`src/rtl/nibasm_pkg.sv`:
```
package nibasm_pkg;
   typedef enum logic {
      FR_WAIT    = 1'b0,
      FR_HAVE_HI = 1'b1
   } frame_st_t;
endpackage

```
`src/rtl/nibasm_frame_ctl.sv`:
```
module nibasm_frame_ctl
   import nibasm_pkg::*;
(
   input  logic clk,
   input  logic rst,
   input  logic sync_i,
   output logic load_hi_o,
   output logic complete_o,
   output logic repeat_o
);
   frame_st_t st_q;
   logic      ph_q;
   logic      seen_q;

   always_comb begin
      load_hi_o  = !sync_i;
      complete_o = sync_i && (st_q == FR_HAVE_HI);
      repeat_o   = !sync_i && (st_q == FR_HAVE_HI) && !ph_q && seen_q;
   end

   always_ff @(posedge clk) begin
      if (rst) begin
         st_q   <= FR_WAIT;
         ph_q   <= 1'b0;
         seen_q <= 1'b0;
      end else if (!sync_i) begin
         ph_q <= (st_q == FR_HAVE_HI) ? ~ph_q : 1'b0;
         st_q <= FR_HAVE_HI;
      end else begin
         if (st_q == FR_HAVE_HI) seen_q <= 1'b1;
         st_q <= FR_WAIT;
         ph_q <= 1'b0;
      end
   end
endmodule

```
`src/rtl/nibasm_word_hold.sv`:
```
module nibasm_word_hold #(
   parameter int NIB_W  = 6,
   parameter int HALF_W = 5
) (
   input  logic                clk,
   input  logic                rst,
   input  logic [NIB_W-1:0]    nib_i,
   input  logic                load_hi_i,
   input  logic                complete_i,
   input  logic                repeat_i,
   output logic [2*HALF_W-1:0] word_o,
   output logic                vld_o
);
   logic [HALF_W-1:0]   hi_q;
   logic [2*HALF_W-1:0] word_q;
   logic                vld_q;
   logic [HALF_W-1:0]   field;

   assign field = nib_i[NIB_W-1 -: HALF_W];

   always_ff @(posedge clk) begin
      if (rst) begin
         hi_q   <= '0;
         word_q <= '0;
         vld_q  <= 1'b0;
      end else begin
         if (load_hi_i)  hi_q   <= field;
         if (complete_i) word_q <= {hi_q, field};
         vld_q <= complete_i || repeat_i;
      end
   end

   assign word_o = word_q;
   assign vld_o  = vld_q;
endmodule

```
`src/rtl/nibasm_out_gate.sv`:
```
module nibasm_out_gate #(
   parameter int WORD_W  = 10,
   parameter bit OUT_REG = 1'b0
) (
   input  logic              clk,
   input  logic              rst,
   input  logic              en_i,
   input  logic [WORD_W-1:0] word_i,
   output logic [WORD_W-1:0] word_o
);
   generate
      if (OUT_REG) begin : g_reg
         logic [WORD_W-1:0] q;
         always_ff @(posedge clk) begin
            if (rst) q <= '0;
            else     q <= en_i ? word_i : '0;
         end
         assign word_o = q;
      end else begin : g_comb
         assign word_o = en_i ? word_i : '0;
      end
   endgenerate
endmodule

```
`src/rtl/nib_word_asm.sv`:
```
module nib_word_asm #(
   parameter int NIB_W   = 6,
   parameter int WORD_W  = 10,
   parameter bit OUT_REG = 1'b0
) (
   input  logic              clk,
   input  logic              rst,
   input  logic [NIB_W-1:0]  nib_i,
   input  logic              sync_i,
   input  logic              tx_en_i,
   output logic [WORD_W-1:0] word_o,
   output logic              word_vld_o
);
   localparam int HALF_W = WORD_W / 2;

   generate
      if (WORD_W % 2 != 0) begin : g_bad_even
         $error("WORD_W must be even");
      end
      if (HALF_W > NIB_W || HALF_W < 1) begin : g_bad_half
         $error("half word must fit in one nibble");
      end
   endgenerate

   logic              load_hi, complete, rep;
   logic [WORD_W-1:0] held;

   nibasm_frame_ctl u_ctl (
      .clk(clk), .rst(rst), .sync_i(sync_i),
      .load_hi_o(load_hi), .complete_o(complete), .repeat_o(rep)
   );

   nibasm_word_hold #(.NIB_W(NIB_W), .HALF_W(HALF_W)) u_hold (
      .clk(clk), .rst(rst), .nib_i(nib_i),
      .load_hi_i(load_hi), .complete_i(complete), .repeat_i(rep),
      .word_o(held), .vld_o(word_vld_o)
   );

   nibasm_out_gate #(.WORD_W(WORD_W), .OUT_REG(OUT_REG)) u_gate (
      .clk(clk), .rst(rst), .en_i(tx_en_i), .word_i(held), .word_o(word_o)
   );
endmodule

```
`config.mk`:
```
export PLATFORM = sky130hd
export DESIGN_NAME = nib_word_asm
export DESIGN_NICKNAME = d
export VERILOG_FILES = /design/src/rtl/nibasm_pkg.sv /design/src/rtl/nibasm_frame_ctl.sv /design/src/rtl/nibasm_word_hold.sv /design/src/rtl/nibasm_out_gate.sv /design/src/rtl/nib_word_asm.sv
export SDC_FILE = /design/constraint.sdc
export NUM_CORES = 1
export LEC_CHECK = 0
export ABC_CLOCK_PERIOD_IN_PS = 900
export BUFFER_PORTS_ARGS = -buffer_cell sky130_fd_sc_hd__buf_4
export CAP_MARGIN = 20
export CORE_MARGIN = 3
export CORE_UTILIZATION = 50
export DETAILED_ROUTE_END_ITERATION = 6
export GPL_ROUTABILITY_DRIVEN = 1
export PLACE_DENSITY_LB_ADDON = 0.12
export SLEW_MARGIN = 10
export SYNTH_ARGS = -nofsm -noshare
export SYNTH_HDL_FRONTEND = slang
export SYNTH_SLANG_ARGS = --single-unit
export TNS_END_PERCENT = 100
```
`constraint.sdc`:
```
create_clock -name clk -period 0.9 [get_ports clk]
set_input_delay 0.09 -clock clk [delete_from_list [all_inputs] [get_ports clk]]
set_output_delay 0.09 -clock clk [all_outputs]
set_load 0.02 [all_outputs]
```
## Word-level counts from Yosys, hierarchy flattened

Index checks and enable logic that the tools add are counted.

| cells by class | value |
|---|---|
| multiplexer cells | 2 |
| bitwise logic cells | 2 |
| reductions and logical operators | 9 |

Operators by type and width:

| operator | number |
|---|---|
| two-way mux 10 bit | 1 |
| logical AND 1 bit | 4 |
| OR reduction 3 bit | 1 |
| zero test 1 bit | 2 |
| inverter 1 bit | 2 |
| AND reduction 2 bit | 1 |
| logical OR 1 bit | 1 |
| two-way mux 1 bit | 1 |

| word-level totals | value |
|---|---|
| flip-flop bits (word level) | 19 |
| input bits | 10 |
| output and inout port bits | 11 |
| word-level logic and storage cells | 19 |

## Logic depth before layout (Yosys ltp)

| logic depth | value |
|---|---|
| depth after elaboration | 5 |
| mapped depth | 4 |
| mapped depth without buffers | 2 |

## By module

A second synthesis with hierarchy kept.

| unflattened totals | value |
|---|---|
| cells, all modules | 72 |
| area, all modules | 734.5 um^2 |

By module, submodules not included:

| module | instances | cells each | area an instance (um^2) | seq. area each (um^2) |
|---|---|---|---|---|
| nibasm_word_hold | 1 | 52 | 560.5 | 320.3 |
| nibasm_frame_ctl | 1 | 10 | 111.4 | 60.1 |
| nibasm_out_gate | 1 | 10 | 62.6 | 0.0 |

## Worst setup path after synthesis

Ideal clock, no wire load.

| timing | value |
|---|---|
| path type | register to register |
| start | register u_ctl.st_q |
| end | register u_hold.word_q[1], in the netlist u_hold.word_o[1] |
| library setup time | 0.066 ns |
| arrival time | 0.746 ns |
| required time | 0.834 ns |
| path slack | 0.088 ns |
| cell stages (with the launch flop) | 4 |
| path buffers | 1 |
| clock period less this slack | 0.812 ns |
| cells stage by stage | dfxtp_1 > buf_6 > a21bo_1 > a21oi_2 |

| between the ends | value |
|---|---|
| longest elaborated chain between the ends | 1 |

Ends and longest elaborated chain:

| what | line | source |
|---|---|---|
| start, declared | nibasm_frame_ctl.sv:11 | `frame_st_t st_q;` |
| start signal, assigned | nibasm_frame_ctl.sv:23 | `st_q <= FR_WAIT;` |
| start signal, assigned | nibasm_frame_ctl.sv:28 | `st_q <= FR_HAVE_HI;` |
| start signal, assigned | nibasm_frame_ctl.sv:31 | `st_q <= FR_WAIT;` |
| logical AND 1 bit | nibasm_frame_ctl.sv:17 | `complete_o = sync_i && (st_q == FR_HAVE_HI);` |
| end signal, assigned | nibasm_word_hold.sv:28 | `if (complete_i) word_q <= {hi_q, field};` |
| end, declared | nibasm_word_hold.sv:15 | `logic [2*HALF_W-1:0] word_q;` |

Every way passes these cells.
A chain may end at the register's enable or synchronous reset.

## Worst setup path in the final report

| timing | value |
|---|---|
| start | register u_hold.word_q[6], in the netlist u_hold.word_o[6] |
| end | output word_o[6] |

| between the ends | value |
|---|---|
| longest elaborated chain between the ends | 1 |

Ends and longest elaborated chain:

| what | line | source |
|---|---|---|
| two-way mux 10 bit | nibasm_out_gate.sv:20 | `assign word_o = en_i ? word_i : '0;` |
| end, declared | nib_word_asm.sv:11 | `output logic [WORD_W-1:0] word_o,` |

Every way passes these cells.

==> reports/qor.yml <==
fmax_mhz: 1040
yosysMostFrequentCell: "dfxtp_1"
synth_top_family_by_area: "compound AO/OA/AOI/OAI gates"
grt_use_met3: 0.0460
clk_path_buf_depth: 2
finalSetupViolations: 10
synthTopCellsByCount: "19 x dfxtp_1, 10 x a21bo_1, 10 x and2_1, 10 x nand3_1"
p_sw_mw: 0.352
synth-simple-area-share: 0.192
critPathMaxFanout: 2
slowest_stage: "dfxtp_2"
clkPwrFrac: 0.274
cts_tree: "built"
grt_pass1_vias: 543
rsz0062_at_grt: "true"
dp_hpwl_um: 937
crit_arrival_ns: 0.87
hold_viol_final: 0
power_density_nw_per_um2: 1360
fin_area_um2: 1100
worstPathCellList: "and2_4, buf_6"
grt_pass1_wl_um: 2420
violations: "setup timing"
cts-root-buf: "clkbuf_4"
timing.final.ws_setup_ns: -0.0621
routedWlPerCell_um: 12.2
num_rows: 14
gp_congestion: 0.691
tightest_slew_ns: 0.311
slew_headroom: 0.792
synth_fa_ha_area_frac: 0
final_nets: 116
drive_above_1_share: 0.552
period_share: 1.07
first_pass_iters: 2
clkSlewWorstSetupHoldPaths_ns: 0.10
yosysUniqueCellTypes: 15
synth.area.mux_share: 0.0596
cts_buffers: 3
avgSynthCellArea_um2: 9.99
synth_top_area_share: 0.453
finalWirelength_um: 1470
place_inst: 116
syn-num-nets: 94
area_growth_pct: 30.6
setup_tns_ns: -0.513
die_x_um: 47.0
hold_ws_ns: 0.0411
ir_worst_vdd_mv: 1.01
cp.required_ns: 0.81
preCtsSetupSlack_ns: 0.0415
ys_warn_count: 0
cap_viol_max_count: 0
vias_per_cell: 5.10
busiest_layer: "met1"
use_met2: 0.209
crit_type: "register to primary output"
instances_no_fill: 121
cts_sinks: 19
seq_power_share: 0.597
swShare: 0.236
synth_area_leaders: "dfxtp_1 45%, a21bo_1 12%, and2_1 7.5%, mux2i_1 6.0%, nand3_1 6.0%"
power.internal_mw: 1.14
synth_edf_count: 0
synth_seq_cells: 19
grt_use_total: 0.158
port_buffers: 19
design.core.area_um2: 1540
synthArstFlopShare: 0
drt_iter0_drc: 3
worst_setup_path_end_kind: "primary output"
gr-usage-met1: 0.227
crit_path_max_incr_delay_ns: 0.34
worstSkewPairLatency_ns: 0.28
cellLeakagePower_nw: 0.463
syn_inst: 84
hold_class: "input pin to register"
syn_area_um2: 840
grt_overflow_total: 0
antennaDiodeCount: 0
die-area_um2: 2210
die_h_um: 47.0
drcViolationCount: 0
synth_top_area_cell: "dfxtp_1"
grt_max_degree: 30
synth-compound-area-share: 0.213
ios: 21
vias: 617
dpl_cell_area_um2: 967
synthFlopType: "dfxtp_1"
fin_util: 0.711
finClkSkew_ns: 0.00289
antenna_found_initial: 0
yosys.area_share.xor_xnor: 0
power_frac_comb: 0.129
initial_core_util: 0.545
yosysSeqAreaShare: 0.453
startpoint_type: "register"
drv_slew: 0
cts_htree_levels: 1
period_minus_slack_ns: 0.962
total_power_mw: 1.49
status: "complete, but fails checks"
antenna_left: 0
power by group through the flow:
stage          clock, mW  sequential [mW]  combinational, mW
2_1_floorplan          0            0.905              0.124
3_3_place_gp           0            0.904              0.172
3_5_place_dp           0            0.905              0.175
4_1_cts            0.434            0.889              0.187
5_1_grt            0.476            0.894              0.214
6_report           0.409            0.890              0.193
state kept, by name, summed over array words and instances (netlist names):
signal,count
u_hold.word_o,10
u_hold.hi_q,5
u_ctl.ph_q,1
u_ctl.seen_q,1
u_ctl.st_q,1
u_hold.vld_o,1
routing by layer:
metal | wire length (um) | share of wire
met5 | 0 | 0
met4 | 12 | 0.0082
met3 | 64 | 0.043
met2 | 646 | 0.44
met1 | 749 | 0.51
layout by cell type, fill, tap and decap left out:
| cell | instances |
|---|---|
| clkbuf_1 | 1 |
| nor2_1 | 7 |
| clkbuf_4 | 3 |
| inv_2 | 1 |
| buf_4 | 12 |
| dfxtp_1 | 8 |
| a21oi_2 | 8 |
| and2_4 | 10 |
| a21oi_1 | 4 |
| dfxtp_2 | 11 |
| a21bo_1 | 10 |
| buf_6 | 12 |
| nand3_1 | 10 |
| mux2i_1 | 5 |
| nand2b_1 | 2 |
| nor3_2 | 1 |
worst max-delay path: cells and delay by family, from the launching register on:
family        cells  cell delay (ns)
buf+inv           1             0.12
simple gates      1             0.13
flops             1             0.34
area by class of cell:
class                   instances  area [um^2]
inverters                       1         3.75
flip-flops and latches         19          394
well taps                      16         20.0
clock buffers                   4         26.3
fillers                       128          445
multi-input cells              57          427
repair buffers                 24          225
logic make-up (layout without fill, tap and decap cells):
family,count (synthesis),after routing
mux,5,5
buf+inv,8,29
simple gates,30,30
flops,19,19
compound gates,22,22
final timing paths:
path	slack [ns]	to	cells past startpoint	startpoint
max	-0.06	word_o[6]	2	u_hold.word_o[6]
min	0.04	u_hold.hi_q[4]	3	nib_i[5]
max reg2reg	0.04	u_hold.word_o[1]	3	u_ctl.st_q
min reg2reg	0.43	u_ctl.ph_q	1	u_ctl.ph_q
what timing repair did:
item,4_1_cts,5_1_grt
setup endpoints to repair,10,18
hold buffers,0,0
pin swaps,0,6
gates resized for setup,29,7
buffers inserted,1,0
endpoints found under the hold margin,0,0
(Power assumes the default switching activity.)
